$ cat src/rtl/dpot_spi_pkg.sv
package dpot_spi_pkg;
   localparam int unsigned FRAME_BITS_DEF = 24;
   localparam int unsigned CMD_W_DEF      = 4;
   localparam int unsigned ADDR_W_DEF     = 4;
   localparam int unsigned DATA_W_DEF     = 10;
   localparam int unsigned SYNC_DEF       = 2;

   // pin slot order inside the synchroniser bank
   typedef enum int unsigned {
      PIN_SCLK = 0,
      PIN_CSN  = 1,
      PIN_MOSI = 2
   } pin_slot_e;

   localparam int unsigned PIN_COUNT = 3;
endpackage

$ cat src/rtl/dpot_sync_edge.sv
module dpot_sync_edge #(
   parameter int unsigned STAGES  = 2,
   parameter logic        RST_VAL = 1'b0
) (
   input  logic clk,
   input  logic rst_n,
   input  logic din,
   output logic level,
   output logic rise,
   output logic fall
);
   generate
      if (STAGES < 2) begin : g_bad_stages
         $error("dpot_sync_edge: STAGES must be at least 2");
      end
   endgenerate

   // chain[STAGES-1] is the synchronised level, chain[STAGES] its previous value
   logic [STAGES:0] chain;

   always_ff @(posedge clk or negedge rst_n) begin
      if (!rst_n) chain <= {(STAGES+1){RST_VAL}};
      else        chain <= {chain[STAGES-1:0], din};
   end

   assign level = chain[STAGES-1];
   assign rise  =  chain[STAGES-1] & ~chain[STAGES];
   assign fall  = ~chain[STAGES-1] &  chain[STAGES];
endmodule

$ cat src/rtl/dpot_frame_shifter.sv
module dpot_frame_shifter #(
   parameter int unsigned FRAME_BITS = 24
) (
   input  logic                  clk,
   input  logic                  rst_n,
   input  logic                  frame_start,
   input  logic                  shift_en,
   input  logic                  bit_in,
   output logic [FRAME_BITS-1:0] frame,
   output logic                  frame_whole
);
   localparam int unsigned        CNT_W = $clog2(FRAME_BITS);
   localparam logic [CNT_W-1:0]   LAST  = CNT_W'(FRAME_BITS - 1);

   generate
      if (FRAME_BITS < 8) begin : g_bad_frame
         $error("dpot_frame_shifter: FRAME_BITS too small");
      end
   endgenerate

   logic [CNT_W-1:0] cnt;
   logic             got_any;

   always_ff @(posedge clk or negedge rst_n) begin
      if (!rst_n) frame <= '0;
      else if (shift_en) frame <= {frame[FRAME_BITS-2:0], bit_in};
   end

   always_ff @(posedge clk or negedge rst_n) begin
      if (!rst_n) begin
         cnt     <= '0;
         got_any <= 1'b0;
      end else if (frame_start) begin
         cnt     <= '0;
         got_any <= 1'b0;
      end else if (shift_en) begin
         cnt     <= (cnt == LAST) ? '0 : cnt + 1'b1;
         got_any <= 1'b1;
      end
   end

   assign frame_whole = got_any && (cnt == '0);
endmodule

$ cat src/rtl/dpot_cmd_latch.sv
module dpot_cmd_latch #(
   parameter int unsigned        FRAME_BITS = 24,
   parameter int unsigned        CMD_W      = 4,
   parameter int unsigned        ADDR_W     = 4,
   parameter int unsigned        DATA_W     = 10,
   parameter logic [CMD_W-1:0]   RB_CODE_A  = CMD_W'(9),
   parameter logic [CMD_W-1:0]   RB_CODE_B  = CMD_W'(10)
) (
   input  logic                  clk,
   input  logic                  rst_n,
   input  logic                  frame_end,
   input  logic                  frame_whole,
   input  logic [FRAME_BITS-1:0] frame,
   output logic [CMD_W-1:0]      cmd_code,
   output logic [ADDR_W-1:0]     chan_addr,
   output logic [DATA_W-1:0]     data_field,
   output logic                  exec_strobe,
   output logic                  rb_armed
);
   localparam int unsigned CMD_LSB  = FRAME_BITS - CMD_W;
   localparam int unsigned ADDR_LSB = CMD_LSB - ADDR_W;

   generate
      if (ADDR_LSB <= DATA_W) begin : g_bad_layout
         $error("dpot_cmd_latch: fields overlap or leave no spare bits");
      end
   endgenerate

   logic [CMD_W-1:0] cmd_next;
   logic             unused_spare;

   assign cmd_next     = frame[FRAME_BITS-1:CMD_LSB];
   assign unused_spare = ^frame[ADDR_LSB-1:DATA_W];

   always_ff @(posedge clk or negedge rst_n) begin
      if (!rst_n) begin
         cmd_code    <= '0;
         chan_addr   <= '0;
         data_field  <= '0;
         exec_strobe <= 1'b0;
         rb_armed    <= 1'b0;
      end else begin
         exec_strobe <= 1'b0;
         if (frame_end) begin
            if (frame_whole) begin
               cmd_code    <= cmd_next;
               chan_addr   <= frame[CMD_LSB-1:ADDR_LSB];
               data_field  <= frame[DATA_W-1:0];
               exec_strobe <= 1'b1;
               rb_armed    <= (cmd_next == RB_CODE_A) || (cmd_next == RB_CODE_B);
            end else begin
               rb_armed    <= 1'b0;
            end
         end
      end
   end
endmodule

$ cat src/rtl/dpot_sdo_driver.sv
module dpot_sdo_driver #(
   parameter int unsigned FRAME_BITS = 24,
   parameter int unsigned DATA_W     = 10,
   parameter bit          OUT_REG    = 1'b1
) (
   input  logic              clk,
   input  logic              rst_n,
   input  logic              cs_act,
   input  logic              cs_fall,
   input  logic              sclk_fall,
   input  logic              chain_bit,
   input  logic              rb_armed,
   input  logic [DATA_W-1:0] rd_data,
   output logic              sdo_pull_low
);
   generate
      if (DATA_W > FRAME_BITS) begin : g_bad_width
         $error("dpot_sdo_driver: DATA_W exceeds FRAME_BITS");
      end
   endgenerate

   logic                  rb_active;
   logic [FRAME_BITS-1:0] rb_sr;
   logic                  dly_q;
   logic                  out_bit;

   always_ff @(posedge clk or negedge rst_n) begin
      if (!rst_n) begin
         rb_active <= 1'b0;
         rb_sr     <= '0;
         dly_q     <= 1'b0;
      end else if (cs_fall) begin
         rb_active <= rb_armed;
         rb_sr     <= FRAME_BITS'(rd_data);
      end else if (sclk_fall && cs_act) begin
         dly_q     <= chain_bit;
         rb_sr     <= {rb_sr[FRAME_BITS-2:0], 1'b0};
      end
   end

   assign out_bit = rb_active ? rb_sr[FRAME_BITS-1] : dly_q;

   generate
      if (OUT_REG) begin : g_reg_out
         logic pull_q;
         always_ff @(posedge clk or negedge rst_n) begin
            if (!rst_n) pull_q <= 1'b0;
            else        pull_q <= cs_act & ~out_bit;
         end
         assign sdo_pull_low = pull_q;
      end else begin : g_comb_out
         assign sdo_pull_low = cs_act & ~out_bit;
      end
   endgenerate
endmodule

$ cat src/rtl/dpot_serial_frontend.sv
module dpot_serial_frontend
   import dpot_spi_pkg::*;
#(
   parameter int unsigned FRAME_BITS = FRAME_BITS_DEF,
   parameter int unsigned CMD_W      = CMD_W_DEF,
   parameter int unsigned ADDR_W     = ADDR_W_DEF,
   parameter int unsigned DATA_W     = DATA_W_DEF,
   parameter int unsigned SYNC_STG   = SYNC_DEF,
   parameter bit          OUT_REG    = 1'b1
) (
   input  logic              clk,
   input  logic              rst_n,
   input  logic              sclk_in,
   input  logic              csn_in,
   input  logic              mosi_in,
   input  logic [DATA_W-1:0] rd_data,
   output logic              sdo_pull_low,
   output logic              exec_strobe,
   output logic [CMD_W-1:0]  cmd_code,
   output logic [ADDR_W-1:0] chan_addr,
   output logic [DATA_W-1:0] data_field
);
   localparam logic [PIN_COUNT-1:0] PIN_RST = PIN_COUNT'(1) << PIN_CSN;

   logic [PIN_COUNT-1:0] pin_raw, pin_lvl, pin_rise, pin_fall;

   assign pin_raw[PIN_SCLK] = sclk_in;
   assign pin_raw[PIN_CSN]  = csn_in;
   assign pin_raw[PIN_MOSI] = mosi_in;

   for (genvar p = 0; p < PIN_COUNT; p++) begin : g_sync
      dpot_sync_edge #(.STAGES(SYNC_STG), .RST_VAL(PIN_RST[p])) i_sync (
         .clk   (clk),
         .rst_n (rst_n),
         .din   (pin_raw[p]),
         .level (pin_lvl[p]),
         .rise  (pin_rise[p]),
         .fall  (pin_fall[p])
      );
   end

   logic cs_act, cs_rise_p, cs_fall_p, shift_en, sclk_fall_p;
   logic unused_edges;

   assign cs_act       = ~pin_lvl[PIN_CSN];
   assign cs_rise_p    = pin_rise[PIN_CSN];
   assign cs_fall_p    = pin_fall[PIN_CSN];
   assign shift_en     = pin_rise[PIN_SCLK] & cs_act;
   assign sclk_fall_p  = pin_fall[PIN_SCLK];
   assign unused_edges = pin_lvl[PIN_SCLK] ^ pin_rise[PIN_MOSI] ^ pin_fall[PIN_MOSI];

   logic [FRAME_BITS-1:0] frame;
   logic                  frame_whole;
   logic                  rb_armed;

   dpot_frame_shifter #(.FRAME_BITS(FRAME_BITS)) i_shift (
      .clk         (clk),
      .rst_n       (rst_n),
      .frame_start (cs_fall_p),
      .shift_en    (shift_en),
      .bit_in      (pin_lvl[PIN_MOSI]),
      .frame       (frame),
      .frame_whole (frame_whole)
   );

   dpot_cmd_latch #(
      .FRAME_BITS (FRAME_BITS),
      .CMD_W      (CMD_W),
      .ADDR_W     (ADDR_W),
      .DATA_W     (DATA_W)
   ) i_latch (
      .clk         (clk),
      .rst_n       (rst_n),
      .frame_end   (cs_rise_p),
      .frame_whole (frame_whole),
      .frame       (frame),
      .cmd_code    (cmd_code),
      .chan_addr   (chan_addr),
      .data_field  (data_field),
      .exec_strobe (exec_strobe),
      .rb_armed    (rb_armed)
   );

   dpot_sdo_driver #(
      .FRAME_BITS (FRAME_BITS),
      .DATA_W     (DATA_W),
      .OUT_REG    (OUT_REG)
   ) i_sdo (
      .clk          (clk),
      .rst_n        (rst_n),
      .cs_act       (cs_act),
      .cs_fall      (cs_fall_p),
      .sclk_fall    (sclk_fall_p),
      .chain_bit    (frame[FRAME_BITS-1]),
      .rb_armed     (rb_armed),
      .rd_data      (rd_data),
      .sdo_pull_low (sdo_pull_low)
   );
endmodule

$ cat config.mk
export PLATFORM = sky130hd
export DESIGN_NAME = dpot_serial_frontend
export DESIGN_NICKNAME = d
export VERILOG_FILES = /design/src/rtl/dpot_spi_pkg.sv /design/src/rtl/dpot_sync_edge.sv /design/src/rtl/dpot_frame_shifter.sv /design/src/rtl/dpot_cmd_latch.sv /design/src/rtl/dpot_sdo_driver.sv /design/src/rtl/dpot_serial_frontend.sv
export SDC_FILE = /design/constraint.sdc
export NUM_CORES = 1
export LEC_CHECK = 0
export BUFFER_PORTS_ARGS = -buffer_cell sky130_fd_sc_hd__buf_2
export CELL_PAD_IN_SITES_DETAIL_PLACEMENT = 0
export CELL_PAD_IN_SITES_GLOBAL_PLACEMENT = 1
export CORE_ASPECT_RATIO = 0.5
export CORE_MARGIN = 8
export CORE_UTILIZATION = 50
export CTS_CLUSTER_SIZE = 25
export DETAILED_ROUTE_END_ITERATION = 7
export PLACE_DENSITY = 0.82
export RECOVER_POWER = 50
export SLEW_MARGIN = 40
export SYNTH_ARGS = -nofsm -noshare
export SYNTH_HDL_FRONTEND = slang
export SYNTH_SLANG_ARGS = --single-unit
$ cat constraint.sdc
create_clock -name clk -period 5 [get_ports clk]
set_input_delay 1 -clock clk [delete_from_list [all_inputs] [get_ports clk]]
set_output_delay 1 -clock clk [all_outputs]
set_load 0.05 [all_outputs]
==> flow_summary.json, run 1 <==
{
  "status": "finished clean",
  "grt_pass1_wl_microns": 10300,
  "hold_buffers": 0,
  "drt_iter0_drc": 205,
  "end_kind": "flip-flop",
  "cp_slowest_cell": "clkbuf_1",
  "cts_tree": "yes",
  "cp_slowest_stage_delay_ps": 840,
  "antenna_found_initial": 0,
  "syn_area_sq_um": 3420,
  "drive_above_1_share": 0.314,
  "vias_per_cell": 5.13,
  "num_io_pins": 35,
  "worstPathCellList": "o21bai_1, clkbuf_1, mux2_2",
  "synth_common_cells": "82 x dfrtp_1, 77 x nand2_1, 19 x mux2_2",
  "grt-ovfl-total": 0,
  "final_util": 0.592,
  "final_cells": 398,
  "routed-via-count": 2041,
  "grt_start_max_net_pins": 86,
  "die-area_sq_um": 9900,
  "peakVddDrop_mv": 0.197,
  "syn_avg_cell_area_sq_um": 12.8,
  "cts.sinks": 85,
  "slew_violations": 0,
  "coreArea_sq_um": 6650,
  "fin_skew_ps": 7.10,
  "dpl.hpwl_microns": 3670,
  "cts_root_buf": "clkbuf_16",
  "required_ps": 5220,
  "setup_tns_ps": 0,
  "fmax_mhz": 425,
  "met2_usage": 0.207,
  "diodes": 0,
  "die_h_microns": 74.5,
  "drc_errors": 0,
  "synth-simple-area-share": 0.127,
  "rsz0062_at_grt": "false",
  "hold_class": "reg -> reg",
  "gp_congestion": 0.720,
  "drv_cap": 0,
  "synth_flop_cell": "dfrtp_1",
  "ys_top_cells_by_area": "dfrtp_1 60%, nand2_1 8.5%, mux2_4 7.9%, mux2_2 6.3%, a22o_1 4.1%",
  "htreeDepth": 3,
  "drt-total-wl_microns": 5910,
  "synthToLayoutAreaGrowth_pct": 15.1,
  "post-route-min-period_ps": 2350,
  "ys_seq_area_frac": 0.623,
  "setup_viol": 0,
  "start_kind": "flip-flop",
  "synth_warnings": 0,
  "cts.clk_slew.worst_paths_ps": 60,
  "start_util": 0.514,
  "synth_top_area_frac": 0.600,
  "insertion_delay_ps": 340,
  "synthMuxAreaShare": 0.142,
  "ys_ff_latch": 85,
  "fin_nets": 318,
  "place_area_sq_um": 3650,
  "cts_resized": 0,
  "grt_usage": 0.134,
  "slew_headroom": 0.255,
  "synth-compound-area-share": 0.0652,
  "synth-xor-area-share": 0.00512,
  "ys_async_sr_fraction": 1.00,
  "cts_buffers": 9,
  "ys_types": 33,
  "p_per_area_nw_per_um2": 421,
  "yosysMostFrequentCell": "dfrtp_1",
  "synth-edff-count": 0,
  "yosys.area.top_type": "dfrtp_1",
  "cp_max_fo": 24,
  "antenna_left": 0,
  "rows": 21,
  "clockBufferDepth": 2,
  "syn_nets": 285,
  "grt_pass1_vias": 2126,
  "dp.cells": 382,
  "power.leakage_uw": 0.00200,
  "synthAdderAreaFrac": 0.00732,
  "hold_viol_final": 0,
  "synthCells": 268,
  "firstDrtPassIters": 4,
  "grt_busiest_layer": "met2",
  "grt_use_met1": 0.164,
  "timing.final.crit_share": 0.470,
  "numPortBuffers": 34,
  "min_path_cells": 0,
  "grt_use_met3": 0.0485,
  "crit_type": "reg -> reg",
  "crit_arrival_ps": 2570,
  "tightest_slew_ps": 1120,
  "synth_top_family_by_area": "multiplexers",
  "cts_setup_buffers": 0,
  "r2r_cells": 3,
  "route.detailed.wl_per_inst_microns": 14.8,
  "post-route-cell-area_sq_um": 3930,
  "die_w_microns": 133
}
==> per-layer routing <==
metal | vias to the layer above | part of all wire
met3 | 10 | 0.042
met1 | 1023 | 0.48
li1 | 965 | -
met2 | 43 | 0.46
met5 | - | 0
met4 | 0 | 0.020
==> power by group <==
part           internal, uW  switching [uW]  total (uW)
registers               760            43.5         803
clock network           342             277         619
logic                  96.6             137         233
==> metrics by stage <==
| stage | hold WS [ps] | setup WS (ps) | power, uW |
|---|---|---|---|
| after CTS | 356 | 3010 | 1680 |
| after global placement | 335 | 2830 | 1040 |
| after detailed placement | 339 | 3030 | 1050 |
| after global routing | 365 | 2480 | 1730 |
| after floorplan | 331 | 3310 | 987 |
| final | 358 | 2650 | 1660 |
==> final timing paths <==
| kind | end | slack (ps) | start |
|---|---|---|---|
| setup / recovery | i_sdo.rb_sr[3] | 2650 | g_sync[1].i_sync.chain[1] |
| hold / removal | g_sync[2].i_sync.chain[1] | 360 | g_sync[2].i_sync.chain[0] |
| setup reg to reg | i_sdo.rb_sr[3] | 2650 | g_sync[1].i_sync.chain[1] |
| hold reg to reg | g_sync[2].i_sync.chain[1] | 360 | g_sync[2].i_sync.chain[0] |
| max in group asynchronous | i_sdo.sdo_pull_low | 3850 | rst_n |
| min in group asynchronous | g_sync[0].i_sync.chain[0] | 690 | rst_n |
==> state kept, by name, indices dropped and copies added, names as in the netlist <==
register             count
i_sdo.rb_sr             24
i_shift.frame           24
i_latch.data_field      10
g_sync.i_sync.chain      8
i_shift.cnt              5
i_latch.chan_addr        4
i_latch.cmd_code         4
i_latch.exec_strobe      1
i_latch.rb_armed         1
i_sdo.dly_q              1
i_sdo.rb_active          1
i_sdo.sdo_pull_low       1
i_shift.got_any          1
==> critical path, delay by kind of cell, from the launching register on <==
family                 cells  cell delay (ps)
DFF                        1              790
buffers and inverters      1              840
AOI/OAI and AO/OA          1              170
muxes                      1              430
==> cell families after synthesis <==
| group | count (synthesis) |
|---|---|
| simple gates | 99 |
| flops | 85 |
| mux | 37 |
| buf+inv | 18 |
| compound gates | 25 |
| xor+xnor | 2 |
| fa+ha+maj | 2 |
==> final cells by class <==
cell class / instances / area, sq um
sequential: 85 / 2130
clock buffer: 10 / 229
tap: 92 / 115
fill: 533 / 2710
inverter: 3 / 11.3
timing repair buffer: 37 / 198
clock inverter: 6 / 46.3
multi-input combinational: 165 / 1200
==> cells in the final DEF (no fill, tap or decap), types with 3 or more instances in the layout <==
master / n
a22o_1: 16
buf_2: 33
clkbuf_16: 9
dfrtp_1: 82
inv_1: 3
mux2_2: 19
mux2_4: 18
nand2_1: 77
nand2b_1: 3
nand3_1: 3
nor2_1: 3
Power figures use the tool's default switching activity.
==> inputs of run 2 (changes only) <==
CORE_UTILIZATION = 43   (was 50)
PLACE_DENSITY = 0.75   (was 0.82)
clock period = 2.05 ns   (was 5 ns; I/O delays follow)
==> flow_summary.json, run 2 (synthesis results as in run 1) <==
{
  "gp_congestion": 0.721,
  "rr_startpoint": "i_shift.cnt[2]",
  "die-area_sq_um": 11200,
  "met2_usage": 0.165,
  "timing.final.crit_share": 0.854,
  "dpl.hpwl_microns": 3790,
  "num_io_pins": 35,
  "grt_use_met1": 0.144,
  "rsz0062_at_grt": "false",
  "hold_class": "in -> reg",
  "end_kind": "flip-flop",
  "start_kind": "flip-flop",
  "cts_buffers": 9,
  "cp_max_fo": 20,
  "die_w_microns": 142,
  "route.detailed.wl_per_inst_microns": 13.6,
  "cts_resized": 0,
  "p_per_area_nw_per_um2": 1040,
  "drive_above_1_share": 0.329,
  "grt_busiest_layer": "met2",
  "hold_viol_final": 0,
  "grt_use_met3": 0.0526,
  "drt-total-wl_microns": 5790,
  "tightest_slew_ps": 628,
  "whs_endpoint": "g_sync[1].i_sync.chain[0]",
  "cp_slowest_cell": "dfrtp_1",
  "r2r_slack_ps": 300,
  "final_util": 0.515,
  "cts_root_buf": "clkbuf_16",
  "rows": 23,
  "drv_cap": 0,
  "crit_type": "reg -> reg",
  "reg_top3": "i_sdo.rb_sr (24), i_shift.frame (24), i_latch.data_field (10)",
  "cp_slowest_stage_delay_ps": 460,
  "final_cell_mix": "82 x dfrtp_1, 77 x nand2_1, 33 x buf_2",
  "vias_per_cell": 4.73,
  "antenna_left": 0,
  "drc_errors": 0,
  "r2r_cells": 4,
  "status": "finished clean",
  "power.leakage_uw": 0.00205,
  "fin_skew_ps": 4.24,
  "cts_tree": "yes",
  "start_util": 0.435,
  "die_h_microns": 79.0,
  "synthToLayoutAreaGrowth_pct": 18.4,
  "layout_commonest_cell": "dfrtp_1",
  "slew_headroom": 0.581,
  "slew_violations": 0,
  "setup_viol": 0,
  "diodes": 0,
  "grt-ovfl-total": 0,
  "crit_arrival_ps": 1970,
  "grt_usage": 0.114,
  "clockBufferDepth": 2,
  "setup_tns_ps": 0,
  "grt_pass1_wl_microns": 10100,
  "fin_nets": 325,
  "whs_ps": 172,
  "fmax_mhz": 571,
  "hold_start": "csn_in",
  "firstDrtPassIters": 5,
  "cts.clk_slew.worst_paths_ps": 60,
  "routed-via-count": 2011,
  "cts.sinks": 85,
  "drt_iter0_drc": 124,
  "numPortBuffers": 34,
  "worstPathCellList": "or3_1, nor3_4, buf_12, mux2_4",
  "hold_buffers": 1,
  "grt_pass1_vias": 2058,
  "insertion_delay_ps": 330,
  "antenna_found_initial": 0,
  "min_path_cells": 1,
  "coreArea_sq_um": 7860,
  "peakVddDrop_mv": 0.539,
  "required_ps": 2270,
  "post-route-min-period_ps": 1750,
  "rr_endpoint": "i_latch.data_field[1]",
  "grt_start_max_net_pins": 37,
  "htreeDepth": 3,
  "cts_setup_buffers": 0
}
==> run 2: worst max path at each step <==
stage	end	slack, ps	cells after the start	startpoint
floorplan	i_sdo.rb_sr[5]	360	4	g_sync[1].i_sync.chain[2]
global placement	i_sdo.rb_sr[6]	270	3	g_sync[0].i_sync.chain[2]
detailed placement	i_latch.chan_addr[1]	310	4	i_shift.cnt[2]
CTS	i_latch.chan_addr[1]	290	4	i_shift.cnt[2]
global route	i_sdo.sdo_pull_low	170	3	rst_n
finish	i_latch.data_field[1]	300	4	i_shift.cnt[2]
==> run 2: cell type report <==
class                   count  area, sq um
repair buffers             44          258
inverters                   3         11.3
well taps                 112          140
clock inverters             5         75.1
clock buffers              11          233
fillers                   686         3810
multi-input cells         165         1200
flip-flops and latches     85         2130
==> run 2: metal layers <==
layer / up-vias / wire, microns
met3: 9 / 338
met1: 977 / 2870
li1: 986 / -
met2: 39 / 2490
met5: - / 0
met4: 0 / 93
==> run 2: through the flow <==
| stage | setup WS, ps | total power (uW) | instances | area [sq um] |
|---|---|---|---|---|
| final | 300 | 4210 | 425 | 4050 |
| after CTS | 294 | 4290 | 425 | 4060 |
| after detailed placement | 310 | 2580 | 408 | 3750 |
| after global placement | 274 | 2560 | 408 | 3740 |
| after floorplan | 361 | 2410 | 268 | 3420 |
| after global routing | 172 | 4400 | 425 | 4050 |
==> run 2: critical path, delay by kind of cell, from the launching register on <==
family / cells / cell delay [ps]
flops: 1 / 460
buf+inv: 1 / 220
mux: 1 / 310
simple gates: 2 / 640
==> run 2: power breakdown <==
part,switching [uW],internal [uW]
clock network,608,1060
registers,104,1860
logic,335,244
total,1050,3160
